===== config.mk =====
export PLATFORM = sky130hd
export DESIGN_NAME = ext_reg_window
export DESIGN_NICKNAME = d
export VERILOG_FILES = /design/src/rtl/ext_reg_window.sv
export SDC_FILE = /design/constraint.sdc
export NUM_CORES = 2
export LEC_CHECK = 0
export BUFFER_PORTS_ARGS = -buffer_cell sky130_fd_sc_hd__buf_2
export CORE_MARGIN = 2
export CORE_UTILIZATION = 69
export CTS_CLUSTER_DIAMETER = 60
export DETAILED_ROUTE_END_ITERATION = 8
export GPL_TIMING_DRIVEN = 1
export PLACE_DENSITY = 0.93
export SETUP_SLACK_MARGIN = 0.15
export SLEW_MARGIN = 0
export SYNTH_ARGS = -nofsm -noshare
export SYNTH_HDL_FRONTEND = slang
export SYNTH_SLANG_ARGS = --single-unit

===== constraint.sdc =====
create_clock -name clk -period 4.4 [get_ports clk]
set_input_delay 0.22 -clock clk [delete_from_list [all_inputs] [get_ports clk]]
set_output_delay 0.22 -clock clk [all_outputs]
set_load 0.01 [all_outputs]

===== src/rtl/ext_reg_window.sv =====
module ext_reg_window #(
  parameter int          NUM_DEV   = 4,
  parameter int          NUM_REG   = 16,
  parameter logic [4:0]  CTRL_SLOT = 5'd13,
  parameter logic [4:0]  DATA_SLOT = 5'd14
) (
  input  logic        clk,
  input  logic        rst_n,
  input  logic        reg_wr,
  input  logic        reg_rd,
  input  logic [4:0]  reg_addr,
  input  logic [15:0] reg_wdata,
  output logic [15:0] reg_rdata
);
  localparam int DEPTH = NUM_DEV * NUM_REG;
  localparam int IDX_W = (DEPTH > 1) ? $clog2(DEPTH) : 1;

  localparam logic [1:0] FN_ADDR  = 2'b00;
  localparam logic [1:0] FN_DATA  = 2'b01;
  localparam logic [1:0] FN_INC   = 2'b10;
  localparam logic [1:0] FN_INCWR = 2'b11;

  logic [1:0]  fn;
  logic [4:0]  dev;
  logic [15:0] ptr;
  logic [15:0] mem [DEPTH];

  wire ctrl_sel = reg_addr == CTRL_SLOT;
  wire win_sel  = reg_addr == DATA_SLOT;
  wire win_wr   = reg_wr && win_sel;
  wire win_acc  = (reg_wr || reg_rd) && win_sel;
  wire hit      = (int'(dev) < NUM_DEV) && (int'(ptr) < NUM_REG);

  logic [IDX_W-1:0] idx;
  always_comb idx = IDX_W'(int'(dev) * NUM_REG + int'(ptr));

  wire bump = (fn == FN_INC && win_acc) || (fn == FN_INCWR && win_wr);

  always_ff @(posedge clk or negedge rst_n) begin
    if (!rst_n) begin
      fn  <= FN_ADDR;
      dev <= '0;
      ptr <= '0;
    end else if (reg_wr && ctrl_sel) begin
      fn  <= reg_wdata[15:14];
      dev <= reg_wdata[4:0];
    end else if (win_wr && fn == FN_ADDR) begin
      ptr <= reg_wdata;
    end else if (bump) begin
      ptr <= ptr + 16'd1;
    end
  end

  always_ff @(posedge clk or negedge rst_n) begin
    if (!rst_n) begin
      for (int i = 0; i < DEPTH; i++) mem[i] <= '0;
    end else if (win_wr && fn != FN_ADDR && hit) begin
      mem[idx] <= reg_wdata;
    end
  end

  always_comb begin
    reg_rdata = '0;
    if (ctrl_sel)
      reg_rdata = {fn, 9'b0, dev};
    else if (win_sel)
      reg_rdata = (fn == FN_ADDR) ? ptr : (hit ? mem[idx] : 16'h0000);
  end

  assert_ctrl_store_R2: assert property (@(posedge clk) disable iff (!rst_n)
    (reg_wr && ctrl_sel) |=> (reg_rdata == reg_rdata) && fn == $past(reg_wdata[15:14])
                             && dev == $past(reg_wdata[4:0]));

  assert_addr_latch_R3: assert property (@(posedge clk) disable iff (!rst_n)
    (win_wr && fn == FN_ADDR) |=> ptr == $past(reg_wdata));

  assert_ptr_hold_R4: assert property (@(posedge clk) disable iff (!rst_n)
    (win_acc && fn == FN_DATA) |=> $stable(ptr));

  assert_ptr_step_R5: assert property (@(posedge clk) disable iff (!rst_n)
    (win_acc && fn == FN_INC) |=> ptr == $past(ptr) + 16'd1);

  assert_read_no_step_R6: assert property (@(posedge clk) disable iff (!rst_n)
    (reg_rd && !reg_wr && win_sel && fn == FN_INCWR) |=> $stable(ptr));

  assert_miss_reads_zero_R7: assert property (@(posedge clk) disable iff (!rst_n)
    (win_sel && fn != FN_ADDR && !hit) |-> reg_rdata == 16'h0000);

  assert_other_slots_R9: assert property (@(posedge clk) disable iff (!rst_n)
    (!ctrl_sel && !win_sel) |-> reg_rdata == 16'h0000);

  assert_other_write_inert_R9: assert property (@(posedge clk) disable iff (!rst_n)
    (reg_wr && !ctrl_sel && !win_sel) |=> $stable(fn) && $stable(dev) && $stable(ptr));
endmodule


==> impl_metrics.env <==
export IMPL_dieHeight_um=274
export IMPL_timing_hold_worst_class="in2async"
export IMPL_yosysMostFrequentCell="sky130_fd_sc_hd__dfrtp_1"
export IMPL_global_route_overflow=0
export IMPL_io_buffer_count=40
export IMPL_leakage_nw=28.4
export IMPL_synth_largest_type_area_fraction=0.520
export IMPL_postSynth_asyncResetShare=1.00
export IMPL_drc=0
export IMPL_worst_hold_slack_ns=0.0944
export IMPL_clk_latency_ns=0.70
export IMPL_finalHoldViolations=0
export IMPL_detailroute_via_count=35100
export IMPL_design_area_sq_mm=0.0551
export IMPL_antenna_found_initial=18
export IMPL_synthSimpleGateAreaFrac=0.0469
export IMPL_multiplexer_area_fraction_after_synthesis=0.324
export IMPL_post_synthesis_share_of_cell_area_spent_on_xor_and_xnor_gates=0.000919
export IMPL_fin_crit_sh=1.03
export IMPL_post_synth_num_cell_types=75
export IMPL_groute_usage_overall=0.442
export IMPL_nets_in_the_synthesized_netlist=3550
export IMPL_synth_cells_most_frequent="sky130_fd_sc_hd__dfrtp_1 (1047), sky130_fd_sc_hd__mux2_2 (803), sky130_fd_sc_hd__mux2_4 (300), sky130_fd_sc_hd__clkbuf_1 (187), sky130_fd_sc_hd__o22ai_1 (128)"
export IMPL_cp_required_ns=4.18
export IMPL_clk_pin_slew_ns=0.07
export IMPL_design_die_area_sq_mm=0.0752
export IMPL_main_synth_ff_type="sky130_fd_sc_hd__dfrtp_1"
export IMPL_syn_area_sq_mm=0.0504
export IMPL_die_width_um=274
export IMPL_design_core_area_sq_mm=0.0726
export IMPL_tritoncts_clock_tree="done"
export IMPL_power_density_mw_per_mm2=449
export IMPL_slowest_stage="sky130_fd_sc_hd__dfrtp_4"
export IMPL_clock_skew_final_ns=0.0373
export IMPL_final_max_slew_violation_count=0
export IMPL_multi_input_comb_area_sq_mm=0.0225
export IMPL_synth_seq_cells=1047
export IMPL_crit_path_max_fanout=18
export IMPL_critical_path_arrival_ns=4.33
export IMPL_clock_h_tree_levels=3
export IMPL_netlist_instances=3523
export IMPL_synth_edff_count=0
export IMPL_worst_pin_slew_ns=1.08
export IMPL_synth_top_area_cell="sky130_fd_sc_hd__dfrtp_1"
export IMPL_yosysSeqAreaShare=0.520
export IMPL_wl_um=164000
export IMPL_crit_type="reg2out"
export IMPL_fmax_ghz=0.220
export IMPL_final_min_clock_period_ns=4.55
export IMPL_slew_headroom=0.257
export IMPL_pin_count=41
export IMPL_finalSetupViolations=4
export IMPL_worst_path_buf_inv=3
export IMPL_synth_compound_area_share=0.0725
export IMPL_grt_pass1_wl_um=243000
export IMPL_violations="setup timing"
export IMPL_worst_setup_path_end_kind="output pin"
export IMPL_layout_drive_gt1_share=0.462
export IMPL_critical_path_top_delay_family="compound AO/OA/AOI/OAI gates"
export IMPL_grt_max_degree=180
export IMPL_routed_via_density=7.76
export IMPL_rows=99
export IMPL_final_fill_count=3786
export IMPL_synth_top_family_by_area="multiplexers"
export IMPL_synth_adder_area_share=0.000497
export IMPL_grt_pass1_vias=36200
export IMPL_first_iteration_detailed_routing_drc_count=5469
export IMPL_postRouteAntennaNets=0
export IMPL_place_hpwl_um=95100
export IMPL_rsz0062_at_grt="true"
export IMPL_area_growth_from_synthesis_to_layout_pct=9.29
export IMPL_synth_area_top_cells="sky130_fd_sc_hd__dfrtp_1 (52%), sky130_fd_sc_hd__mux2_2 (18%), sky130_fd_sc_hd__mux2_4 (8.9%), sky130_fd_sc_hd__mux4_2 (3.5%), sky130_fd_sc_hd__mux2i_1 (2.0%)"
export IMPL_vdd_ir_drop_max_mv=0.548
export IMPL_max_cap_violations=0
export IMPL_ys_warn_count=0
export IMPL_max_stage_delay_ns=0.69
export IMPL_postLayoutSetupSlackWorst_ns=-0.151
export IMPL_num_nets_final=3503
export IMPL_path_cells="nand2b_1 > buf_4 > buf_4 > o32ai_1 > a211oi_1 > o221a_2 > o2111ai_1 > o21ai_0 > buf_2"
export IMPL_synthesis_area_per_instance_sq_um=14.3
export IMPL_gp_congestion=1.06
export IMPL_number_of_buffers_added_by_the_clock_tree_synthesis_step=101
export IMPL_clockBufferDepth=3
export IMPL_firstDrtPassIters=9
export IMPL_setup_tns_ns=-0.288
export IMPL_clk_root_buffer_cell="sky130_fd_sc_hd__clkbuf_16"
export IMPL_standard_cell_area_after_detailed_placement_sq_mm=0.0514
export IMPL_run_status="finished, violations left"
export IMPL_clock_sinks=1047
export IMPL_start_util=0.694
export IMPL_wl_per_cell_um=36.4
export IMPL_finalCoreUtilization=0.759
export IMPL_start_kind="flip-flop"
export IMPL_ff_latch_area_sq_mm=0.0262
export IMPL_cp_common_cell="sky130_fd_sc_hd__buf_4"
export IMPL_p_total_mw=24.7
==> power by group <==
part | switching (mW) | internal, mW
Combinational | 4.03 | 1.61
Clock | 3.92 | 5.34
Sequential | 0.134 | 9.68
==> per-layer routing <==
layer	routed length, um	part of all wire	global-route usage	vias up
met5	647	0.0039	0.0507	-
met1	55800	0.34	0.538	17800
met4	14600	0.089	0.302	28
met2	70100	0.43	0.626	3044
met3	23100	0.14	0.203	1083
li1	-	-	-	13100
==> state kept, by name (all words and copies together) (netlist names) <==
signal and flops:
fn 2, mem 1024, dev 5, ptr 16
==> timing repair <==
item                                    in CTS  in global routing
gates resized for setup                      3                 10
buffers inserted                             2                  1
endpoints found under the hold margin       83                  0
pin swaps                                    0                  0
hold buffers                                 2                  0
endpoints found under the setup margin       7                 10
==> logic make-up (layout without fill, tap and decap cells) <==
kind of cell	after synthesis	in the layout
mux	1284	1284
flops	1047	1047
compound gates	532	532
buf+inv	344	370
simple gates	312	312
fa+ha+maj	2	2
xor+xnor	2	2
other cells	0	11
==> cells in the final DEF (no fill, tap or decap), types with 6 or more instances in the layout <==
cell type / Yosys / final
sky130_fd_sc_hd__dfrtp_1: 1047 / 1044
sky130_fd_sc_hd__mux2_2: 803 / 803
sky130_fd_sc_hd__mux2_4: 300 / 300
sky130_fd_sc_hd__o22ai_1: 128 / 128
sky130_fd_sc_hd__buf_4: 11 / 126
sky130_fd_sc_hd__clkbuf_16: 0 / 105
sky130_fd_sc_hd__mux2i_1: 99 / 99
sky130_fd_sc_hd__nand2_1: 96 / 96
sky130_fd_sc_hd__mux4_2: 78 / 78
sky130_fd_sc_hd__o21ai_0: 79 / 76
sky130_fd_sc_hd__o221ai_1: 75 / 75
sky130_fd_sc_hd__a21oi_1: 78 / 75
sky130_fd_sc_hd__nand4_4: 39 / 39
sky130_fd_sc_hd__nor2_1: 39 / 38
sky130_fd_sc_hd__buf_2: 89 / 38
sky130_fd_sc_hd__a22oi_1: 37 / 37
sky130_fd_sc_hd__nand4_2: 25 / 25
sky130_fd_sc_hd__nand3_1: 23 / 23
sky130_fd_sc_hd__a211oi_1: 25 / 23
sky130_fd_sc_hd__nor2b_1: 21 / 21
sky130_fd_sc_hd__clkbuf_8: 0 / 21
sky130_fd_sc_hd__buf_12: 4 / 20
sky130_fd_sc_hd__clkinv_2: 0 / 18
sky130_fd_sc_hd__clkbuf_1: 187 / 15
sky130_fd_sc_hd__o22a_1: 12 / 12
sky130_fd_sc_hd__diode_2: 0 / 11
sky130_fd_sc_hd__nor2_2: 11 / 11
sky130_fd_sc_hd__bufinv_16: 0 / 11
sky130_fd_sc_hd__o31ai_1: 11 / 10
sky130_fd_sc_hd__o21a_1: 9 / 9
sky130_fd_sc_hd__nand2b_1: 9 / 7
sky130_fd_sc_hd__a22o_1: 7 / 7
sky130_fd_sc_hd__nand4_1: 6 / 6
sky130_fd_sc_hd__a221o_1: 6 / 6
==> worst reg2reg max path, stage by stage (launching register included) <==
cell	delay, ns
sky130_fd_sc_hd__dfrtp_4	0.69
sky130_fd_sc_hd__buf_4	0.43
sky130_fd_sc_hd__nand2b_1	0.18
sky130_fd_sc_hd__buf_4	0.28
sky130_fd_sc_hd__nor2_2	0.50
sky130_fd_sc_hd__buf_4	0.25
sky130_fd_sc_hd__nand4_2	0.67
sky130_fd_sc_hd__mux2_2	0.58
==> cell type report <==
type / count / share of cell area
timing repair buffer: 191 / 0.0300
tap: 959 / 0.0218
sequential: 1047 / 0.476
clock inverter: 35 / 0.00866
multi-input combinational: 2132 / 0.409
inverter: 3 / 0.000273
clock buffer: 141 / 0.0540
antenna: 11 / 0.000500
==> final timing paths <==
kind,slack (ns),depth (start not counted),to,from
setup / recovery,-0.15,9,reg_rdata[2],ptr[1]
hold / removal,0.09,2,mem[684],rst_n
setup reg to reg,0.70,7,mem[411],ptr[1]
hold reg to reg,0.49,1,mem[991],mem[991]
max in group asynchronous,2.84,3,mem[125],rst_n
min in group clk,0.14,3,ptr[8],reg_wdata[8]
==> stage by stage <==
step	cells	setup slack, ns
3_5_place_dp	4326	0.799
4_1_cts	4506	0.143
6_report	4519	-0.151
2_1_floorplan	3523	1.81
5_1_grt	4513	0.0649
3_3_place_gp	4326	0.906
Power figures use the tool's default switching activity.
